==> src/rtl/sc_act_pkg.sv <==
package sc_act_pkg;
  typedef enum logic [2:0] {
    ST_IDLE    = 3'd0,
    ST_CONNECT = 3'd1,
    ST_POWER   = 3'd2,
    ST_RUN     = 3'd3,
    ST_DROP    = 3'd4,
    ST_STOPCLK = 3'd5,
    ST_UNPLUG  = 3'd6
  } act_state_t;
endpackage

==> src/rtl/sc_line_edge.sv <==
module sc_line_edge #(
  parameter int WIDTH = 1,
  parameter logic IDLE_LEVEL = 1'b1
) (
  input  logic             clk,
  input  logic             rst_n,
  input  logic [WIDTH-1:0] line,
  output logic [WIDTH-1:0] fall,
  output logic [WIDTH-1:0] rise
);
  for (genvar g = 0; g < WIDTH; g++) begin : g_bit
    logic prev_q;
    always_ff @(posedge clk or negedge rst_n) begin
      if (!rst_n) prev_q <= IDLE_LEVEL;
      else        prev_q <= line[g];
    end
    assign fall[g] = prev_q & ~line[g];
    assign rise[g] = ~prev_q & line[g];
  end
endmodule

==> src/rtl/sc_act_fsm.sv <==
module sc_act_fsm
  import sc_act_pkg::*;
(
  input  logic clk,
  input  logic rst_n,
  input  logic hw_mode,
  input  logic cmd_fall,
  input  logic cmd_rise,
  input  logic card_present,
  input  logic class_sel,
  input  logic host_rst,
  input  logic supply_ok,
  output logic io_q,
  output logic sup_q,
  output logic cls_q,
  output logic clk_q,
  output logic linked_q,
  output logic fault_q
);
  act_state_t state_q;
  logic       active;
  logic       stop_req;

  assign active   = (state_q == ST_CONNECT) || (state_q == ST_POWER) || (state_q == ST_RUN);
  assign stop_req = cmd_rise | ~card_present;

  always_ff @(posedge clk or negedge rst_n) begin
    if (!rst_n) begin
      state_q  <= ST_IDLE;
      io_q     <= 1'b0;
      sup_q    <= 1'b0;
      cls_q    <= 1'b0;
      clk_q    <= 1'b0;
      linked_q <= 1'b0;
      fault_q  <= 1'b0;
    end else begin
      if (state_q != ST_IDLE && !card_present) fault_q <= 1'b1;
      if (active && stop_req) begin
        state_q  <= ST_DROP;
        linked_q <= 1'b0;
      end else begin
        case (state_q)
          ST_IDLE: begin
            if (hw_mode && cmd_fall && card_present) begin
              state_q <= ST_CONNECT;
              io_q    <= 1'b1;
              cls_q   <= class_sel;
              fault_q <= 1'b0;
            end
          end
          ST_CONNECT: begin
            state_q <= ST_POWER;
            sup_q   <= 1'b1;
          end
          ST_POWER: begin
            if (!host_rst) linked_q <= 1'b1;
            if (supply_ok && !host_rst) begin
              state_q <= ST_RUN;
              clk_q   <= 1'b1;
            end
          end
          ST_RUN: begin
            if (!host_rst) linked_q <= 1'b1;
          end
          ST_DROP: begin
            state_q <= ST_STOPCLK;
            clk_q   <= 1'b0;
          end
          ST_STOPCLK: begin
            state_q <= ST_UNPLUG;
            io_q    <= 1'b0;
          end
          ST_UNPLUG: begin
            state_q <= ST_IDLE;
            sup_q   <= 1'b0;
          end
          default: state_q <= ST_IDLE;
        endcase
      end
    end
  end
endmodule

==> src/rtl/sc_rst_mux.sv <==
module sc_rst_mux #(
  parameter int WIDTH = 1
) (
  input  logic             hw_sel,
  input  logic [WIDTH-1:0] sw_src,
  input  logic [WIDTH-1:0] host_src,
  input  logic [WIDTH-1:0] link_en,
  output logic [WIDTH-1:0] rst_out
);
  for (genvar g = 0; g < WIDTH; g++) begin : g_path
    assign rst_out[g] = hw_sel ? (host_src[g] & link_en[g]) : sw_src[g];
  end
endmodule

==> src/rtl/sc_hwact_seq.sv <==
module sc_hwact_seq (
  input  logic clk,
  input  logic rst_n,
  input  logic hw_mode,
  input  logic sw_rst,
  input  logic host_cmd_n,
  input  logic card_present,
  input  logic class_sel,
  input  logic host_rst,
  input  logic supply_ok,
  output logic supply_en,
  output logic supply_class,
  output logic io_connect,
  output logic clk_en,
  output logic card_rst,
  output logic fault
);
  logic cmd_fall, cmd_rise, linked;

  sc_line_edge #(.WIDTH(1), .IDLE_LEVEL(1'b1)) u_cmd_edge (
    .clk(clk), .rst_n(rst_n), .line(host_cmd_n), .fall(cmd_fall), .rise(cmd_rise)
  );

  sc_act_fsm u_fsm (
    .clk(clk), .rst_n(rst_n), .hw_mode(hw_mode),
    .cmd_fall(cmd_fall), .cmd_rise(cmd_rise),
    .card_present(card_present), .class_sel(class_sel),
    .host_rst(host_rst), .supply_ok(supply_ok),
    .io_q(io_connect), .sup_q(supply_en), .cls_q(supply_class),
    .clk_q(clk_en), .linked_q(linked), .fault_q(fault)
  );

  sc_rst_mux #(.WIDTH(1)) u_rst_mux (
    .hw_sel(hw_mode), .sw_src(sw_rst), .host_src(host_rst),
    .link_en(linked), .rst_out(card_rst)
  );
endmodule

==> config.mk <==
export PLATFORM = sky130hd
export DESIGN_NAME = sc_hwact_seq
export DESIGN_NICKNAME = d
export VERILOG_FILES = /design/src/rtl/sc_act_pkg.sv /design/src/rtl/sc_line_edge.sv /design/src/rtl/sc_act_fsm.sv /design/src/rtl/sc_rst_mux.sv /design/src/rtl/sc_hwact_seq.sv
export SDC_FILE = /design/constraint.sdc
export NUM_CORES = 1
export LEC_CHECK = 0
export ABC_AREA = 1
export CORE_MARGIN = 2
export CORE_UTILIZATION = 40
export CTS_CLUSTER_SIZE = 28
export DETAILED_ROUTE_END_ITERATION = 6
export GPL_ROUTABILITY_DRIVEN = 0
export GPL_TIMING_DRIVEN = 0
export HOLD_SLACK_MARGIN = 0.06
export PLACE_DENSITY = 0.78
export SLEW_MARGIN = 20
export SYNTH_ARGS = -nofsm -noshare
export SYNTH_HDL_FRONTEND = slang
export SYNTH_HIERARCHICAL = 1
export SYNTH_SLANG_ARGS = --single-unit
==> constraint.sdc <==
create_clock -name clk -period 1 [get_ports clk]
set_input_delay 0.2 -clock clk [delete_from_list [all_inputs] [get_ports clk]]
set_output_delay 0.2 -clock clk [all_outputs]
set_load 0.05 [all_outputs]
Yosys cells after proc, flatten, opt, wreduce, memory -nomap -nowiden:

Index checks and enable logic that the tools add are counted.

* register bits: 10
* output and inout bits: 6
* logic and storage cells: 67

* equality and inequality tests: 12
* mux-type cells: 17
* bitwise operators: 8
* reduce and logical (&&, ||, !) cells: 22

Operators by type and width (count)
* $pmux W3 S6: 1
* $reduce_and A3 Y1: 4
* $mux W1: 10
* $eq A3 B3 Y1 const B: 3
* $mux W3: 3
* $reduce_bool A2 Y1: 4
* $eq A3 B2 Y1 const B: 2
* $pmux W1 S2: 3
* $logic_and A1 B1 Y1: 5
* $ne A2 B1 Y1 const B: 2
* $ne A2 B2 Y1 const B: 2
* $not A1 Y1: 4
* $reduce_and A2 Y1: 2
* $and A1 B1 Y1: 3
* $eq A3 B1 Y1 const B: 1
* $logic_not A3 Y1: 1
* $ne A3 B1 Y1 const B: 1
* $ne A3 B3 Y1 const B: 1
* $reduce_bool A3 Y1: 1
* $logic_not A1 Y1: 2
* $logic_or A1 B1 Y1: 2
* $reduce_or A2 Y1: 1
* $or A1 B1 Y1: 1

Longest topological paths before layout:

* word-level depth: 7
* gate-level depth with buffers: 7
* depth with buffers taken out: 7

Hierarchy:

Netlist, hierarchy kept.

Modules (own cells, without submodules)
* sc_act_fsm: instances 1, cells an instance 56, area each 474.2 µm²
* sc_line_edge: instances 1, cells an instance 5, area each 41.3 µm²
* sc_rst_mux: instances 1, cells an instance 4, area each 16.3 µm²

Worst setup path after synthesis:

No wires, ideal clock.

* path type: register to register
* from: register u_cmd_edge.g_bit[0].prev_q
* to: register u_fsm.fault_q
* arrival time: 0.952 ns
* path slack: -0.074 ns
* stages on the path, launching flop included: 8
* buffers on the path: 0
* cells stage by stage: dfstp_2 > inv_1 > nor2_1 > nand3_1 > inv_1 > nand2_2 > nand2_1 > o21ai_1

* word-level cells in the longest chain between the ends: 6
* elaborated cells between the ends (all ways): 10

RTL lines
* start, declared: line sc_line_edge.sv:12 `logic prev_q;`
* start signal, assigned: line sc_line_edge.sv:15 `else prev_q <= line[g];`
* $and A1 B1 Y1: line sc_line_edge.sv:17 `assign fall[g] = prev_q & ~line[g];`
* net cmd_fall: line sc_hwact_seq.sv:18 `logic cmd_fall, cmd_rise, linked;`
* $logic_and A1 B1 Y1 (2 in series): line sc_act_fsm.sv:44 `if (hw_mode && cmd_fall && card_present) begin`
* $mux W1: line sc_act_fsm.sv:44
* $mux W1: line sc_act_fsm.sv:42 `case (state_q)`
* $mux W1: line sc_act_fsm.sv:38 `if (active && stop_req) begin`
* end signal, assigned: line sc_act_fsm.sv:35 `fault_q <= 1'b0;`
* end signal, assigned: line sc_act_fsm.sv:37 `if (state_q != ST_IDLE && !card_present) fault_q <= 1'b1;`
* end signal, assigned: line sc_act_fsm.sv:48 `fault_q <= 1'b0;`
* end, declared: line sc_act_fsm.sv:18 `output logic fault_q`

The timed path passes the listed nets, and every way through them passes these cells.
A chain may end at the register's enable or synchronous reset.

Final worst setup path:

Ends and elaborated chain as after synthesis.

==> impl_metrics.json <==
{
  "status": "finished with violations",
  "violations": "setup timing",
  "syn_area_um2": 532,
  "synth_nets": 74,
  "antenna_found_initial": 0,
  "dr.pass1.iters": 4,
  "core_um2": 1270,
  "final_core_util_pct": 61.9,
  "min-delay-start": "host_cmd_n",
  "initial_core_util_pct": 41.9,
  "crit_path_start": "u_cmd_edge/g_bit[0].prev_q",
  "clock_latency_ns": 0.26,
  "slew_headroom_pct": 69.7,
  "io-pin-count": 15,
  "finalSetupTns_ns": -0.822,
  "drive_above_1_share_pct": 41.9,
  "mostFrequentLayoutCells": "10 x nand2_1, 7 x buf_6, 7 x inv_1, 7 x dfrtp_1, 6 x inv_2",
  "first_global_vias": 422,
  "clkTransAtPathRegs_ns": 0.07,
  "drt-vias-per-instance": 4.94,
  "vdd_drop_max_mv": 1.28,
  "num_antenna_cells": 0,
  "hold_viol_final": 0,
  "stdcell_area_um2": 786,
  "crit_path_start_kind": "register",
  "cts_tree": "built",
  "fin_crit_sh_pct": 116,
  "finalWirelength_um": 1110,
  "track_usage_pct": 16.2,
  "required_ns": 1.15,
  "clock-sinks": 10,
  "fin_nets": 96,
  "hold_ws_ns": 0.106,
  "arrival_ns": 1.32,
  "grt_use_met1_pct": 22.0,
  "cts-hold-fix-buffers": 0,
  "use_met3_pct": 3.33,
  "cp_max_fo": 3,
  "cts-buffers-inserted": 3,
  "crit_type": "register to register",
  "synth_top_area_cell": "dfrtp_1",
  "r2r_setup_slack_ns": -0.16,
  "place_area_um2": 691,
  "r2r_start": "u_cmd_edge/g_bit[0].prev_q",
  "grt_pass1_wl_um": 1690,
  "drcViolationCount": 0,
  "fin_cells": 101,
  "synthTopCellsByArea": "dfrtp_1 42%, nand2_1 7.8%, inv_1 7.1%",
  "fillers": 116,
  "dp_slack_ns": -0.847,
  "synth_top_area_share_pct": 42.4,
  "busiest_layer": "met2",
  "dp_hpwl_um": 757,
  "rsz0062_at_grt": "yes",
  "drv_cap": 0,
  "die_w_um": 40.5,
  "syn_inst": 65,
  "p_leak_nw": 0.401,
  "setup_ws_ns": -0.164,
  "cp-end-kind": "register",
  "syn_to_final_growth_pct": 47.8,
  "power_mw": 2.37,
  "min-delay-path-class": "input port to register",
  "ys_ff_latch": 10,
  "grt.overflow.total": 0,
  "avgSynthCellArea_um2": 8.18,
  "rows": 13,
  "final_common_cell": "nand2_1",
  "antenna_left": 0,
  "pwr_density_cell_nw_per_um2": 3020,
  "wl_per_cell_um": 11.0,
  "skew_ns": 0.000559,
  "final-max-slew-violation-count": 0,
  "portBuffers": 14,
  "clockRootBuffer": "clkbuf_4",
  "die-height_um": 40.5,
  "tightest_slew_ns": 0.452,
  "max_freq_ghz": 0.859,
  "cts_max_level": 1,
  "clk_path_buf_depth": 2,
  "ys_seq_area_share_pct": 47.3,
  "setup_violations": 14,
  "dieArea_um2": 1640,
  "drt-initial-drc-count": 10,
  "yosysWarnings": 6,
  "placed_cells": 94,
  "yosys.cell_types.count": 21,
  "min_period_ns": 1.16,
  "num_vias": 499,
  "grt_max_degree": 11,
  "grt_util_met2_pct": 22.6
}
[where the power goes]
group / leakage [nW] / switching [mW] / internal, mW / total [mW]
Combinational: 0.260 / 0.773 / 0.494 / 1.27
Sequential: 0.120 / 0.172 / 0.570 / 0.742
Clock: 0.0210 / 0.140 / 0.221 / 0.361
[area by class of cell]
cell class,instances,area (µm²),area share (%)
plain buffers,1,11.3,1.43
clock buffers,4,36.3,4.62
inverters,14,55.1,7.01
multi-input cells,40,240,30.6
flip-flops and latches,10,254,32.3
well taps,15,18.8,2.39
repair buffers,17,170,21.7
[Yosys cell counts (all sizes together)]
library cell,number
nor3,2
o21ai,3
mux2i,1
a22oi,1
nand3,6
a21oi,3
dfstp,1
a31oi,1
nand4,2
dfrtp,9
nor2,9
buf,1
nand2,12
inv,14
[worst max-delay path, stage by stage, from the launching register on]
cell and delay (ns):
dfstp_2 0.54, inv_2 0.03, nor2_2 0.10, nand3_2 0.08, inv_2 0.10, nand2_4 0.07, nand2_2 0.08, o21ai_2 0.05
[worst paths after layout]
kind,cells past startpoint,endpoint
max in group asynchronous,1,u_cmd_edge/g_bit[0].prev_q
hold reg to reg,2,u_fsm/linked_q
setup reg to reg,7,u_fsm/fault_q
setup / recovery,7,u_fsm/fault_q
min in group asynchronous,1,u_fsm/io_q
hold / removal,1,u_cmd_edge/g_bit[0].prev_q
[timing repair]
item,4_1_cts,5_1_grt
resized for setup,44,14
setup endpoints to repair,14,15
pin swaps,1,5
buffers inserted,1,2
[kinds of logic (layout without fill, tap and decap cells)]
group	count (synthesis)	count (layout)	synth area share [%]
simple gates	31	31	28.9
buf+inv	15	36	12.0
mux	1	1	1.88
compound gates	8	8	9.88
flops	10	10	47.3
[per-layer routing]
metal	wire length (µm)	share of wire, %	vias up
li1	-	-	251
met5	0	0	-
met4	7	0.63	0
met1	531	48	231
met3	52	4.7	2
met2	516	47	15
[flip-flops by register name, indices dropped and copies added, names as in the netlist]
register                 cells
u_fsm/io_q                   1
u_fsm/fault_q                1
u_fsm/cls_q                  1
u_fsm/state_q                3
u_fsm/linked_q               1
u_fsm/clk_q                  1
u_cmd_edge/g_bit.prev_q      1
u_fsm/sup_q                  1
Note: power is estimated with default switching activity, not from simulation.
